File: config.mk
export PLATFORM = sky130hd
export DESIGN_NAME = pciIoTarget
export DESIGN_NICKNAME = d
export VERILOG_FILES = /design/src/rtl/pciTgtPkg.sv /design/src/rtl/pciTgtDecode.sv /design/src/rtl/pciTgtDpath.sv /design/src/rtl/pciTgtCtrl.sv /design/src/rtl/pciIoTarget.sv
export SDC_FILE = /design/constraint.sdc
export NUM_CORES = 1
export LEC_CHECK = 0
export BUFFER_PORTS_ARGS = -buffer_cell sky130_fd_sc_hd__buf_2
export CORE_MARGIN = 4
export CORE_UTILIZATION = 41
export DETAILED_ROUTE_END_ITERATION = 16
export HOLD_SLACK_MARGIN = 0.03
export PLACE_DENSITY = 0.77
export SLEW_MARGIN = 20
export SYNTH_ARGS = -nofsm -noshare
export SYNTH_HDL_FRONTEND = slang
export SYNTH_SLANG_ARGS = --single-unit
export TNS_END_PERCENT = 5
File: constraint.sdc
create_clock -name clk -period 1.15 [get_ports clk]
set_input_delay 0 -clock clk [delete_from_list [all_inputs] [get_ports clk]]
set_output_delay 0 -clock clk [all_outputs]
set_load 0.02 [all_outputs]
File: src/rtl/pciTgtPkg.sv
package pciTgtPkg;

  localparam int LANES = 4;
  localparam int OFFS_W = 3;
  localparam logic [3:0] CMD_IO_RD = 4'b0010;
  localparam logic [3:0] CMD_IO_WR = 4'b0011;

  typedef enum logic [2:0] {
    ST_IDLE,
    ST_WR_XFER,
    ST_RD_WAIT,
    ST_RD_CAP,
    ST_RD_XFER,
    ST_TURN
  } tgtState_e;

  typedef struct packed {
    logic latchAddr;
    logic incAddr;
    logic issueRd;
    logic issueWr;
    logic capRd;
  } dpCtl_t;

endpackage

File: src/rtl/pciTgtDecode.sv
module pciTgtDecode #(
  parameter int NUM_FUNC = 4,
  parameter logic [NUM_FUNC*32-1:0] BASES = {32'h0000_2400, 32'h0000_2000, 32'h0000_1008, 32'h0000_1000},
  localparam int FUNC_W = (NUM_FUNC > 1) ? $clog2(NUM_FUNC) : 1
) (
  input  logic [31:0]       addr,
  output logic              hit,
  output logic [FUNC_W-1:0] func
);

  logic [NUM_FUNC-1:0] match;

  // one comparator per window on address bits [31:3]
  generate
    for (genvar k = 0; k < NUM_FUNC; k++) begin : gWin
      assign match[k] = (addr[31:3] == BASES[32*k+3 +: 29]);
    end
  endgenerate

  // lowest window index wins on overlap
  always_comb begin
    hit = |match;
    func = '0;
    for (int k = NUM_FUNC - 1; k >= 0; k--) begin
      if (match[k]) func = FUNC_W'(k);
    end
  end

endmodule

File: src/rtl/pciTgtDpath.sv
module pciTgtDpath
  import pciTgtPkg::*;
#(
  parameter int NUM_FUNC = 4,
  parameter logic [NUM_FUNC*32-1:0] BASES = {32'h0000_2400, 32'h0000_2000, 32'h0000_1008, 32'h0000_1000},
  localparam int FUNC_W = (NUM_FUNC > 1) ? $clog2(NUM_FUNC) : 1
) (
  input  logic                    clk,
  input  logic                    rstN,
  input  logic [31:0]             adIn,
  input  logic [LANES-1:0]        cbeN,
  input  dpCtl_t                  ctl,
  output logic                    hit,
  output logic [FUNC_W-1:0]       bkFunc,
  output logic [LANES*OFFS_W-1:0] bkOffs,
  output logic [LANES-1:0]        bkRdStb,
  output logic [LANES-1:0]        bkWrStb,
  output logic [8*LANES-1:0]      bkWrData,
  input  logic [8*LANES-1:0]      bkRdData,
  output logic [8*LANES-1:0]      adOut
);

  logic [FUNC_W-1:0] decFunc;
  logic [31:2]       addrQ;
  logic              offHiQ;

  pciTgtDecode #(.NUM_FUNC(NUM_FUNC), .BASES(BASES)) uDecode (
    .addr(adIn),
    .hit (hit),
    .func(decFunc)
  );

  // address capture and dword counter
  always_ff @(posedge clk) begin
    if (!rstN) begin
      addrQ  <= '0;
      bkFunc <= '0;
    end else if (ctl.latchAddr) begin
      addrQ  <= adIn[31:2];
      bkFunc <= decFunc;
    end else if (ctl.incAddr) begin
      addrQ  <= addrQ + 30'd1;
    end
  end

  // one-clock lane strobes toward the register port
  always_ff @(posedge clk) begin
    if (!rstN) begin
      bkRdStb  <= '0;
      bkWrStb  <= '0;
      bkWrData <= '0;
      offHiQ   <= 1'b0;
    end else begin
      bkRdStb <= ctl.issueRd ? ~cbeN : '0;
      bkWrStb <= ctl.issueWr ? ~cbeN : '0;
      if (ctl.issueWr) bkWrData <= adIn;
      if (ctl.issueRd || ctl.issueWr) offHiQ <= addrQ[2];
    end
  end

  generate
    for (genvar i = 0; i < LANES; i++) begin : gLane
      assign bkOffs[OFFS_W*i +: OFFS_W] = {offHiQ, 2'(i)};

      always_ff @(posedge clk) begin
        if (!rstN) begin
          adOut[8*i +: 8] <= '0;
        end else if (ctl.capRd) begin
          adOut[8*i +: 8] <= bkRdStb[i] ? bkRdData[8*i +: 8] : 8'h00;
        end
      end
    end
  endgenerate

  AST_RD_PULSE: assert property (@(posedge clk) disable iff (!rstN)
    (|bkRdStb) |=> (bkRdStb == '0));
  AST_STB_EXCL: assert property (@(posedge clk) disable iff (!rstN)
    !((|bkRdStb) && (|bkWrStb)));
  AST_FUNC_HELD: assert property (@(posedge clk) disable iff (!rstN)
    ctl.incAddr |=> $stable(bkFunc));

endmodule

File: src/rtl/pciTgtCtrl.sv
module pciTgtCtrl
  import pciTgtPkg::*;
(
  input  logic       clk,
  input  logic       rstN,
  input  logic       frameN,
  input  logic       irdyN,
  input  logic [3:0] cbeN,
  input  logic       hit,
  output dpCtl_t     ctl,
  output logic       devselNOut,
  output logic       devselNOe,
  output logic       trdyNOut,
  output logic       trdyNOe,
  output logic       adOe
);

  tgtState_e state, nextState;
  logic      prevFrameN;
  logic      addrPhase;
  logic      ioCmd;
  logic      busy;

  assign addrPhase = !frameN && prevFrameN;
  assign ioCmd     = (cbeN == CMD_IO_RD) || (cbeN == CMD_IO_WR);
  assign busy      = !((state == ST_IDLE) || (state == ST_TURN));

  always_ff @(posedge clk) begin
    if (!rstN) begin
      state      <= ST_IDLE;
      prevFrameN <= 1'b1;
    end else begin
      state      <= nextState;
      prevFrameN <= frameN;
    end
  end

  always_comb begin
    nextState = state;
    ctl       = '0;
    unique case (state)
      ST_IDLE, ST_TURN: begin
        nextState = ST_IDLE;
        if (addrPhase && hit && ioCmd) begin
          ctl.latchAddr = 1'b1;
          nextState = (cbeN == CMD_IO_RD) ? ST_RD_WAIT : ST_WR_XFER;
        end
      end
      ST_WR_XFER: begin
        if (!irdyN) begin
          ctl.issueWr = 1'b1;
          if (frameN) nextState = ST_TURN;
          else        ctl.incAddr = 1'b1;
        end
      end
      ST_RD_WAIT: begin
        ctl.issueRd = 1'b1;
        nextState   = ST_RD_CAP;
      end
      ST_RD_CAP: begin
        ctl.capRd = 1'b1;
        nextState = ST_RD_XFER;
      end
      ST_RD_XFER: begin
        if (!irdyN) begin
          if (frameN) begin
            nextState = ST_TURN;
          end else begin
            ctl.incAddr = 1'b1;
            nextState   = ST_RD_WAIT;
          end
        end
      end
      default: nextState = ST_IDLE;
    endcase
  end

  assign devselNOe  = (state != ST_IDLE);
  assign trdyNOe    = (state != ST_IDLE);
  assign devselNOut = !busy;
  assign trdyNOut   = !((state == ST_WR_XFER) || (state == ST_RD_XFER));
  assign adOe       = (state == ST_RD_XFER);

  AST_CLAIM_HIT: assert property (@(posedge clk) disable iff (!rstN)
    (!busy && addrPhase && hit && ioCmd) |=> (devselNOe && !devselNOut));
  AST_NO_CLAIM: assert property (@(posedge clk) disable iff (!rstN)
    (!busy && addrPhase && !(hit && ioCmd)) |=> !devselNOe);
  AST_TURN_ONE: assert property (@(posedge clk) disable iff (!rstN)
    (devselNOe && devselNOut) |=> !(devselNOe && devselNOut));
  AST_TURN_AFTER_LAST: assert property (@(posedge clk) disable iff (!rstN)
    (busy && !irdyN && !trdyNOut && frameN) |=> (devselNOe && devselNOut && trdyNOut));

endmodule

File: src/rtl/pciIoTarget.sv
module pciIoTarget
  import pciTgtPkg::*;
#(
  parameter int NUM_FUNC = 4,
  parameter logic [NUM_FUNC*32-1:0] BASES = {32'h0000_2400, 32'h0000_2000, 32'h0000_1008, 32'h0000_1000},
  localparam int FUNC_W = (NUM_FUNC > 1) ? $clog2(NUM_FUNC) : 1
) (
  input  logic                    clk,
  input  logic                    rstN,
  input  logic [31:0]             adIn,
  output logic [31:0]             adOut,
  output logic                    adOe,
  input  logic [3:0]              cbeN,
  input  logic                    frameN,
  input  logic                    irdyN,
  output logic                    devselNOut,
  output logic                    devselNOe,
  output logic                    trdyNOut,
  output logic                    trdyNOe,
  output logic [FUNC_W-1:0]       bkFunc,
  output logic [LANES*OFFS_W-1:0] bkOffs,
  output logic [3:0]              bkRdStb,
  output logic [3:0]              bkWrStb,
  output logic [31:0]             bkWrData,
  input  logic [31:0]             bkRdData
);

  dpCtl_t ctl;
  logic   hit;

  pciTgtCtrl uCtrl (
    .clk       (clk),
    .rstN      (rstN),
    .frameN    (frameN),
    .irdyN     (irdyN),
    .cbeN      (cbeN),
    .hit       (hit),
    .ctl       (ctl),
    .devselNOut(devselNOut),
    .devselNOe (devselNOe),
    .trdyNOut  (trdyNOut),
    .trdyNOe   (trdyNOe),
    .adOe      (adOe)
  );

  pciTgtDpath #(.NUM_FUNC(NUM_FUNC), .BASES(BASES)) uDpath (
    .clk     (clk),
    .rstN    (rstN),
    .adIn    (adIn),
    .cbeN    (cbeN),
    .ctl     (ctl),
    .hit     (hit),
    .bkFunc  (bkFunc),
    .bkOffs  (bkOffs),
    .bkRdStb (bkRdStb),
    .bkWrStb (bkWrStb),
    .bkWrData(bkWrData),
    .bkRdData(bkRdData),
    .adOut   (adOut)
  );

  AST_AD_WITH_TRDY: assert property (@(posedge clk) disable iff (!rstN)
    adOe |-> (!trdyNOut && !devselNOut));
  AST_WR_ON_XFER: assert property (@(posedge clk) disable iff (!rstN)
    (|bkWrStb) |-> $past(!irdyN && !trdyNOut));
  AST_WAIT_HOLD: assert property (@(posedge clk) disable iff (!rstN)
    (adOe && $past(adOe && irdyN)) |-> $stable(adOut));

endmodule

==> key figures <==
Status
  • Outcome: finished, violations left
  • Violated checks: setup timing

Route
  • Wire per inst: 15.6 microns
  • DRT Wirelength: about 11000 microns
  • ANT nets after route: 0
  • # DRC: 0
  • Initial drt markers: roughly 110
  • DR vias: between 3k and 4k
  • Drt pass-1 iters: 4
  • Number of vias per cell: roughly 5

Logic synthesis
  • Seq cells post-synth: 80
  • Ys Warns: 0
  • Netlist Area Pre-Place: 3360 sq um
  • FFs w/ async S/R, synth: 0%
  • Post-synth EDFFs: 0
  • Mean Syn Cell Area: 8.58 sq um
  • Distinct cells, synth: 42
  • Synth Instances: 392
  • Ys flop type: dfxtp_1
  • Sequential element share of the synthesized area: 47.6%

Power
  • Sequential share of power: 54.6%
  • Clk pwr share: 35.7%
  • Gate power share: 9.7%
  • Peak supply drop: 0.761 mV
  • Leakage: 2.41 nW
  • Power per cell area: 933 nW/um^2
  • Total power: 5.06 mW
  • Internal power: ~3.8 mW
  • Switching share of power: 23.9%
  • Net Sw Power: ~1.2 mW

CTS
  • CTS Buf Count: 9
  • Clock sinks: 80
  • Clk slew on worst S/H paths: 0.08 ns
  • Clock Path Buffers: 2
  • CTS tree: built
  • H-tree levels: 3
  • Clock Root Buffer: clkbuf_8
  • Worst-Skew Late Latency: 0.34 ns

STA
  • Final period util: 125%
  • Setup slack after layout: -0.291 ns
  • Setup TNS Final: -13.89 ns
  • Final Skew: 0.00958 ns
  • Hold_ws: ~0.06 ns
  • Max-slew violations: 0
  • Unrepaired setup endpoints after global routing: true
  • Final Hold Fails: 0
  • Endpoints failing setup: 79
  • Max frequency: 694 MHz
  • Minimum clock period: 1.44 ns

Hold path
  • Hold Startpoint: frameN
  • HP Class: input pin to flop

Worst setup path
  • Reg2reg start: uCtrl.state[0]$_SDFFE_PN0P_
  • Setup CP Type: flop to flop
  • CP startpoint: uCtrl.state[0]$_SDFFE_PN0P_
  • Crit. End Element: flop
  • Startpoint types: flop
  • Critical path fanouts, max: 8
  • WP data required: 1.43 ns
  • Worst endpoint data arrival time: 1.72 ns

Final layout
  • Fill count: 607
  • Nets: 692
  • # diodes: 0
  • Fin util: 69.1%
  • Area delta synth->final: 61.1%
  • Layout cell share with drive strength beyond 1: ~36%
  • Commonest non-fill, non-tap cells in the layout: 151 x buf_2, 98 x nand2_1, 77 x dfxtp_1, 70 x dlygate4sd3_1, 59 x a21boi_1
  • Commonest non-fill, non-tap cell in the layout: buf_2

Global route
  • Largest net degree at the start of global routing: 33
  • Initial antenna violation count: 0
  • First-pass GRT wire length: 17400 microns
  • Vias in the first global route: 3708
  • Gr ovfl total: 0
  • GRT Util Overall: approximately 22%

Floorplan
  • Initial Util: 42.9%
  • Ports: between 150 and 200
  • Die Wd: roughly 99 microns
  • Rows: 32
  • Total core area: 7850 sq um
  • Die Span Y: 98.6 microns
  • Die area: approximately 9700 sq um

Place
  • I/O Buffers: 154
  • RePlAce Congestion: 0.856
  • DPL Wire Length: 6740 microns
  • Post-Place Worst Slack: -0.219 ns

Job
  • Max-cap viol count: 0
[what timing repair did]
item                                    CTS  global route
hold buffers                             70             0
resized for setup                        22            22
gates cloned                              1             3
hold endpoints to repair                 77             0
pin swaps                                 4            13
endpoints found under the setup margin   79            81
buffers inserted                          4             2
[logic make-up after synthesis]
logic type | count (synthesis) | synth area share (%)
other | 2 | 0.223
buffers and inverters | 44 | 7.96
flip-flops | 80 | 47.6
multiplexers | 3 | 0.893
AO/OA/AOI/OAI | 78 | 17.4
XOR/XNOR | 3 | 1.00
AND/OR/NAND/NOR | 182 | 25.0
[synthesized netlist by cell type, drive strengths merged, types with 4 or more instances]
cell type / n / area share, %
a21boi: 65 / 15
and3: 4 / 0.74
buf: 29 / 6.3
clkbuf: 13 / 1.5
dfxtp: 80 / 48
nand2: 101 / 11
nand3: 36 / 5.5
nor2: 13 / 1.5
nor3: 4 / 0.74
nor4: 5 / 0.93
[flip-flops by register name, summed over array words and instances, names as in the netlist]
register,flops
uDpath.bkRdStb,4
uCtrl.state,3
uDpath.offHiQ,1
uCtrl.prevFrameN,1
uDpath.bkWrData,32
uDpath.bkFunc,2
uDpath.addrQ,1
uDpath.bkWrStb,4
uDpath.adOut,32
[worst paths after layout]
kind	depth (start not counted)	slack, ns	to
max	8	-0.29	uDpath.bkWrData[16]$_SDFFE_PN0P_
min	3	0.06	uCtrl.state[2]$_SDFFE_PN0P_
max reg2reg	8	-0.29	uDpath.bkWrData[16]$_SDFFE_PN0P_
min reg2reg	2	0.45	uDpath.adOut[28]$_SDFFE_PN0P_
[power by group through the flow]
stage	Sequential, mW	Clock, mW	Combinational, mW
global placement	2.83	0	0.281
detailed placement	2.83	0	0.282
floorplan	2.83	0	0.126
CTS	2.76	1.85	0.464
global route	2.76	1.96	0.523
finish	2.76	1.81	0.488
[through the flow]
step / cells / cell area (sq um)
3_5_place_dp: 631 / 4260
3_3_place_gp: 631 / 4260
6_report: 727 / 5420
2_1_floorplan: 398 / 3420
5_1_grt: 727 / 5420
4_1_cts: 722 / 5260
[worst max-delay path, cell delays in order (launching register included)]
cell and delay, ns:
dfxtp_4 0.39, buf_6 0.11, nand2b_4 0.06, buf_6 0.11, nor3_4 0.20, buf_12 0.15, clkbuf_16 0.15, nand2_2 0.05
a21boi_1 0.14
[per-layer routing]
layer  vias to the layer above  global-route usage [%]  wire length, microns  share of wire, %
met3                        21                    5.17                   843               7.4
met1                      1711                    23.9                  4270                38
met5                         -                       0                     0                 0
met4                         0                    7.67                   245               2.2
met2                       160                    40.1                  5980                53
li1                       1746                       -                     -                 -
[cell type report]
class / count / area, sq um / area share, %
clock buffers: 11 / 131 / 2.42
clock inverters: 5 / 33.8 / 0.623
inverters: 2 / 7.51 / 0.138
multi-input cells: 274 / 1640 / 30.2
flip-flops and latches: 80 / 1610 / 29.7
well taps: 102 / 128 / 2.35
repair buffers: 253 / 1870 / 34.5
No activity file was read; power rests on OpenSTA's default activity.
